$ cat src/rtl/pie_pkg.sv
package pie_pkg;

  // Outcome of one retire cycle, decided by the arbiter
  typedef enum logic [2:0] {
    EV_IDLE    = 3'd0,
    EV_RETIRE  = 3'd1,
    EV_TRAP    = 3'd2,
    EV_ILLEGAL = 3'd3,
    EV_HALT    = 3'd4
  } pie_event_e;

endpackage

$ cat src/rtl/pie_arbiter.sv
module pie_arbiter
  import pie_pkg::*;
(
  input  logic       halted,
  input  logic       step_valid,
  input  logic       trap_hit,
  input  logic       opcode_mismatch,
  input  logic       attn_op,
  output pie_event_e ev,
  output logic       wb_en
);

  // Priority: halt state blocks all, then attention, illegal, trap
  always_comb begin
    if (!step_valid || halted)  ev = EV_IDLE;
    else if (attn_op)           ev = EV_HALT;
    else if (opcode_mismatch)   ev = EV_ILLEGAL;
    else if (trap_hit)          ev = EV_TRAP;
    else                        ev = EV_RETIRE;
  end

  // Results commit for ordinary retires and for traps, never for illegal
  assign wb_en = (ev == EV_RETIRE) || (ev == EV_TRAP);

endmodule

$ cat src/rtl/pie_regs.sv
module pie_regs
  import pie_pkg::*;
#(
  parameter int unsigned    XLEN     = 64,
  parameter logic [XLEN-1:0] VECTOR  = 64'h700,
  parameter logic [XLEN-1:0] RESET_PC = 64'h100,
  parameter int unsigned    TRAP_IDX = 17,
  parameter int unsigned    ILL_IDX  = 19
) (
  input  logic            clk,
  input  logic            rst,
  input  pie_event_e      ev,
  input  logic [XLEN-1:0] cia,
  input  logic [XLEN-1:0] msr_cur,
  input  logic [XLEN-1:0] calc_nia,
  output logic [XLEN-1:0] nia,
  output logic [XLEN-1:0] save0,
  output logic [XLEN-1:0] save1,
  output logic [XLEN-1:0] msr_out,
  output logic            halted
);

  // Set a single LSB-0 bit in a machine state word
  function automatic logic [XLEN-1:0] with_cause(input logic [XLEN-1:0] v,
                                                 input int unsigned idx);
    logic [XLEN-1:0] m;
    m = '0;
    m[idx] = 1'b1;
    return v | m;
  endfunction

  logic            enter;
  logic [XLEN-1:0] msr_entry;

  assign enter = (ev == EV_TRAP) || (ev == EV_ILLEGAL);
  assign msr_entry = (ev == EV_ILLEGAL) ? with_cause(msr_cur, ILL_IDX)
                                        : with_cause(msr_cur, TRAP_IDX);

  always_ff @(posedge clk) begin
    if (rst) begin
      nia     <= RESET_PC;
      save0   <= '0;
      save1   <= '0;
      msr_out <= '0;
      halted  <= 1'b0;
    end else begin
      if (enter) begin
        nia     <= VECTOR;
        save0   <= cia;
        save1   <= msr_cur;
        msr_out <= msr_entry;
      end else if (ev == EV_RETIRE) begin
        nia     <= calc_nia;
        msr_out <= msr_cur;
      end
      if (ev == EV_HALT) halted <= 1'b1;
    end
  end

endmodule

$ cat src/rtl/prog_int_entry.sv
module prog_int_entry
  import pie_pkg::*;
#(
  parameter int unsigned     XLEN     = 64,
  parameter logic [XLEN-1:0] VECTOR   = 64'h700,
  parameter logic [XLEN-1:0] RESET_PC = 64'h100,
  parameter int unsigned     TRAP_IDX = 17,
  parameter int unsigned     ILL_IDX  = 19
) (
  input  logic            clk,
  input  logic            rst,
  input  logic            step_valid,
  input  logic            trap_hit,
  input  logic            opcode_mismatch,
  input  logic            attn_op,
  input  logic [XLEN-1:0] cia,
  input  logic [XLEN-1:0] msr_cur,
  input  logic [XLEN-1:0] calc_nia,
  output logic [XLEN-1:0] nia,
  output logic [XLEN-1:0] save0,
  output logic [XLEN-1:0] save1,
  output logic [XLEN-1:0] msr_out,
  output logic            halted,
  output logic            wb_en
);

  pie_event_e ev;

  // Named events for the checker
  logic trap_taken;
  logic ill_taken;
  logic take_int;
  logic halt_req;

  assign trap_taken = (ev == EV_TRAP);
  assign ill_taken  = (ev == EV_ILLEGAL);
  assign take_int   = trap_taken || ill_taken;
  assign halt_req   = (ev == EV_HALT);

  pie_arbiter u_arb (
    .halted          (halted),
    .step_valid      (step_valid),
    .trap_hit        (trap_hit),
    .opcode_mismatch (opcode_mismatch),
    .attn_op         (attn_op),
    .ev              (ev),
    .wb_en           (wb_en)
  );

  pie_regs #(
    .XLEN     (XLEN),
    .VECTOR   (VECTOR),
    .RESET_PC (RESET_PC),
    .TRAP_IDX (TRAP_IDX),
    .ILL_IDX  (ILL_IDX)
  ) u_regs (
    .clk      (clk),
    .rst      (rst),
    .ev       (ev),
    .cia      (cia),
    .msr_cur  (msr_cur),
    .calc_nia (calc_nia),
    .nia      (nia),
    .save0    (save0),
    .save1    (save1),
    .msr_out  (msr_out),
    .halted   (halted)
  );

endmodule

$ cat config.mk
export PLATFORM = sky130hd
export DESIGN_NAME = prog_int_entry
export DESIGN_NICKNAME = d
export VERILOG_FILES = /design/src/rtl/pie_pkg.sv /design/src/rtl/pie_arbiter.sv /design/src/rtl/pie_regs.sv /design/src/rtl/prog_int_entry.sv
export SDC_FILE = /design/constraint.sdc
export NUM_CORES = 1
export LEC_CHECK = 0
export CAP_MARGIN = 10
export CORE_AREA = 4 4 174 176
export DETAILED_ROUTE_END_ITERATION = 8
export DIE_AREA = 0 0 178 180
export GPL_ROUTABILITY_DRIVEN = 0
export PLACE_DENSITY_LB_ADDON = 0.2
export RECOVER_POWER = 25
export SLEW_MARGIN = 20
export SYNTH_ARGS = -nofsm -noshare
export SYNTH_HDL_FRONTEND = slang
export SYNTH_SLANG_ARGS = --single-unit
$ cat constraint.sdc
create_clock -name clk -period 6.4 [get_ports clk]
set_clock_uncertainty 0.2 [all_clocks]
set_input_delay 1.92 -clock clk [delete_from_list [all_inputs] [get_ports clk]]
set_output_delay 1.92 -clock clk [all_outputs]
set_load 0.005 [all_outputs]
# == Yosys cells after proc, flatten, opt, wreduce, memory -nomap -nowiden ==
# Index checks and enable logic that the tools add are counted.
# op_classes
n_reduce_logical,6
eq_ne,4
shift,0
add_sub_neg,0
bitwise,0
multipliers,0
muxes,9
div_mod_pow,0
magnitude_cmp,0
# ops
cell,count
$mux 64,2
$mux 11,2
$mux 20,1
$mux 3,3
$eq 3x2->1 const B,2
$eq 3x1->1 const B,1
$eq 3x3->1 const B,1
$logic_or 1x1->1,3
$mux 2,1
$reduce_bool 2->1,1
$reduce_or 2->1,1
$logic_not 1->1,1
# word_totals
elab_cells,25
latch_bits,0
mem_bits_ro,0
ram_bits,0
mem_count,0
input_bits,198
out_inout_bits,258
ff_bits,257

# == Logic depth before layout (Yosys ltp) ==
# logic_depth
depth_word,7
ltp_mapped,7
mapped_depth_nobuf,3

# == Cells and area by module ==
# Synthesis repeated with hierarchy kept, for this count alone.
# unflattened
hier_cells,1064
area_unflattened_um2,9063.7
# modules_own_cells
module,area_each_um2,cells_per_inst,seq_area_each_um2,instances
pie_regs,9024.9,1057,5144.9,1
pie_arbiter,38.8,7,0.0,1

# == Worst setup path after synthesis ==
# Ideal clock, no wire load.
# synth_path
kind,input to output
from,input attn_op
to,output wb_en
stages,5
path_buffers,3
setup_slack_ns,1.441
required_ns,4.280
arrival_time_ns,2.839
path_cell_list,or3b_1 -> buf_2 -> buf_6 -> clkbuf_1 -> nor2_1
# synth_between
elab_chain_len,4
elab_cells_between_ends,5
cone_classes,eq/ne (2); mux (2); reduce/logical (1)
# synth_lines
element,line_no,rtl
start: declaration,prog_int_entry.sv:15,"input logic attn_op,"
$mux 3 *,pie_arbiter.sv:16,else if (attn_op) ev = EV_HALT;
$mux 3 *,pie_arbiter.sv:15,if (!step_valid || halted) ev = EV_IDLE;
$eq 3x1->1 or $eq 3x2->1 (tied branches),pie_arbiter.sv:23,assign wb_en = (ev == EV_RETIRE) || (ev == EV_TRAP);
$logic_or 1x1->1 *,pie_arbiter.sv:23,
end: declaration,prog_int_entry.sv:24,output logic wb_en
# Every way passes the cells marked *; elsewhere a longest branch is shown, timed or not.

# == Worst setup path after layout ==
# layout_path
from,input step_valid
to,output wb_en
# layout_between
elab_chain_len,5
elab_cells_between_ends,6
cone_classes,eq/ne (2); mux (1); reduce/logical (3)
# layout_lines
element,line_no,rtl
start: declaration,prog_int_entry.sv:12,"input logic step_valid,"
$logic_not 1->1 *,pie_arbiter.sv:15,
$logic_or 1x1->1 *,pie_arbiter.sv:15,
$mux 3 *,pie_arbiter.sv:15,
$eq 3x1->1 or $eq 3x2->1 (tied branches),pie_arbiter.sv:23,
$logic_or 1x1->1 *,pie_arbiter.sv:23,
# Marks and branches as above.

==> impl_metrics.toml <==
[clocking]
clock_path_buffers = 3
cts_num_sinks = 257
postCtsSetupBuffers = 0
cts_resized = 0
h-tree-depth = 1
clkLatencyLatePin_ps = 530
cts_tree = "built"
cts-root-buf = "clkbuf_16"
cts_hold_buf = 0
path_clk_slew_ps = 60
cts-buffers-inserted = 30

[synthesis]
ys_types = 18
avgSynthCellArea_um2 = 9.125
synth.cell_area_um2 = 9289
synth_top_area_share_pct = 55.39
synthTopCellsByArea = "dfxtp_1 55%, a21oi_1 10%, nand3b_1 10%"
ys_warn_count = 0
syn_nets = 1216
ys_ff_latch = 257
postSynthCellCount = 1018
seq_area_frac_synth_pct = 55.39
yosys.area.top_type = "dfxtp_1"

[floorplan]
core_area_um2 = 28630
dieHeight_um = 180
dieArea_um2 = 32040
die_w_um = 178
rows = 62
io_pins = 456
initial_core_util_pct = 32.45

[grt]
grt.total_usage_pct = 19.84
grt_use_met2_pct = 33.33
grt_pass1_vias = 8635
overflow = 0
antenna_found_initial = 0
grtUsageMet3_pct = 8.193
grt_busiest_layer = "met2"
grtUsageMet1_pct = 23.41
grt_first_pass_wirelength_mm = 51.32
grt_max_degree = 113

[worst_setup_path]
crit_start = "step_valid"
critical_path_arrival_ps = 3580
regToRegEndpoint = "u_regs.save1[31]"
path_buf_inv = 2
critPathTopFamily = "buffers and inverters"
r2r_cells = 4
slowest_stage = "clkdlybuf4s50_1"
crit_fanout = 7
cp.depth = 4
critPathMaxStageDelay_ps = 520
critPathKind = "in -> out"
crit_path_cell_trace = "clkdlybuf4s50_1 -> or3b_4 -> nor2_1 -> clkdlybuf4s50_1"
cp.required_ps = 4280
endpoint_kind = "output port"
r2r_slack_ps = 3020
cp-start-kind = "input pin"
cpMostUsedCell = "clkdlybuf4s50_1"
r2r_start = "u_regs.halted"

[detailed_routing]
drt-total-wl_mm = 34.14
antenna_left = 0
first_pass_iters = 4
via_count = 8949
vias_per_cell = 4.925
drt_iter0_drc = 547
wl_per_cell_um = 18.79
drc = 0

[timing]
slew_headroom_pct = -142.1
period_minus_slack_ps = 5699
fin_tns_setup_ps = 0
tightest_slew_ps = 3632
fin_crit_sh_pct = 89.04
fmax_mhz = 175.5
hold_viol = 0
slew_viol_final = 191
setup_viol = 0
rsz0062_at_grt = "false"

[final_layout]
nets = 1609
fill_cells = 2607
area_growth_pct = 61.57
drive_gt1_share_pct = 4.396
diodes = 0

[job]
cap_violations = 2

[power]
cellPowerDensity_nw_per_um2 = 257.5
ir_drop_uv = 189.2
total_power_mw = 3.864
power.leakage_nw = 5.535

[placement]
portBuffers = 455
hpwl_mm = 23.05

[hold_path]
holdPathEnd = "u_regs.msr_out[40]"
hp-start = "u_regs.msr_out[40]"
min_path_cells = 2
hold_path_class = "reg -> reg"

[status]
violations = "max-capacitance violations, max-slew violations"
outcome = "finished, violations left"
## how the worst max path moves through the flow
stage	end	slack [ps]
after floorplan	wb_en	1440
after global placement	wb_en	710
after detailed placement	wb_en	720
after CTS	wb_en	700
after global routing	wb_en	660
final	wb_en	700
## cells in the final DEF (no fill, tap or decap)
cell and instances:
clkdlybuf4s50_1 328, dfxtp_1 257, a21oi_1 192, nand3b_1 128, o21ai_0 128, dlygate4sd3_1 126
nand2_1 124, a22o_1 61, clkbuf_16 31, clkbuf_1 9, buf_4 8, nor3_1 7
nor2_1 6, clkinv_2 6, clkbuf_8 5, bufinv_16 3, nor2_4 2, nor4_1 2
buf_12 2, or3b_4 1, nor3b_4 1, nor2b_1 1, nor4_4 1, inv_1 1
clkinvlp_4 1, buf_6 1, clkbuf_2 1
## kinds of logic (layout without fill, tap and decap cells)
family | after synthesis | after routing | share of synthesized area (%)
simple gates | 273 | 273 | 16.72
flops | 257 | 257 | 55.39
buf+inv | 107 | 522 | 4.903
compound gates | 381 | 381 | 22.99
## cell type report
class                      count  area (um^2)  share of cell area (%)
clock inverter                10        127.6                  0.8504
multi-input combinational    654         3712                   24.74
tap                          384        480.5                   3.201
clock buffer                  44        874.6                   5.827
inverter                       1        3.754                 0.02501
sequential                   257         5145                   34.28
timing repair buffer         467         4664                   31.08
## state kept, by name (all words and copies together) (netlist names)
register / count
u_regs.save0: 64
u_regs.halted: 1
u_regs.nia: 64
u_regs.msr_out: 64
u_regs.save1: 64
## report_power, final
part           switching, mW  internal [mW]  total [mW]
clock                  0.661           1.06        1.72
sequential            0.0275           1.66        1.69
combinational          0.200          0.256       0.456
total                  0.888           2.98        3.86
## worst min-delay path, cell delays in order (launching register included)
cell     delay (ps)
dfxtp_1         300
nand2_1          50
a21oi_1          50
## per-layer routing
layer | vias to the layer above | share of wire (%)
met3 | 49 | 10
met1 | 4183 | 39
li1 | 4380 | -
met5 | - | 0
met4 | 0 | 2.3
met2 | 337 | 48
## stage by stage
step                cells  hold slack [ps]  setup slack (ps)  cell area [um^2]  utilization, %
detailed placement   1763            245.8             718.3             14020           48.99
CTS                  1817            253.9             696.6             15030           52.50
floorplan            1018            252.7              1441              9289               -
global route         1817            269.1             655.8             15010           52.43
global placement     1763            240.7             706.9             14020           48.99
finish               1817            249.7             701.3             15010           52.43
## Yosys cell counts
master / number
clkbuf_1: 95
nor3b_2: 1
nand2_1: 124
dfxtp_1: 257
a21oi_1: 192
or3b_1: 1
nor2b_1: 1
nor3_1: 7
nor2_1: 8
a22o_1: 61
buf_2: 1
nor4_4: 1
nand3b_1: 128
o21ai_0: 128
inv_1: 1
buf_6: 7
buf_1: 3
nor4_1: 2
Power figures use the tool's default switching activity.
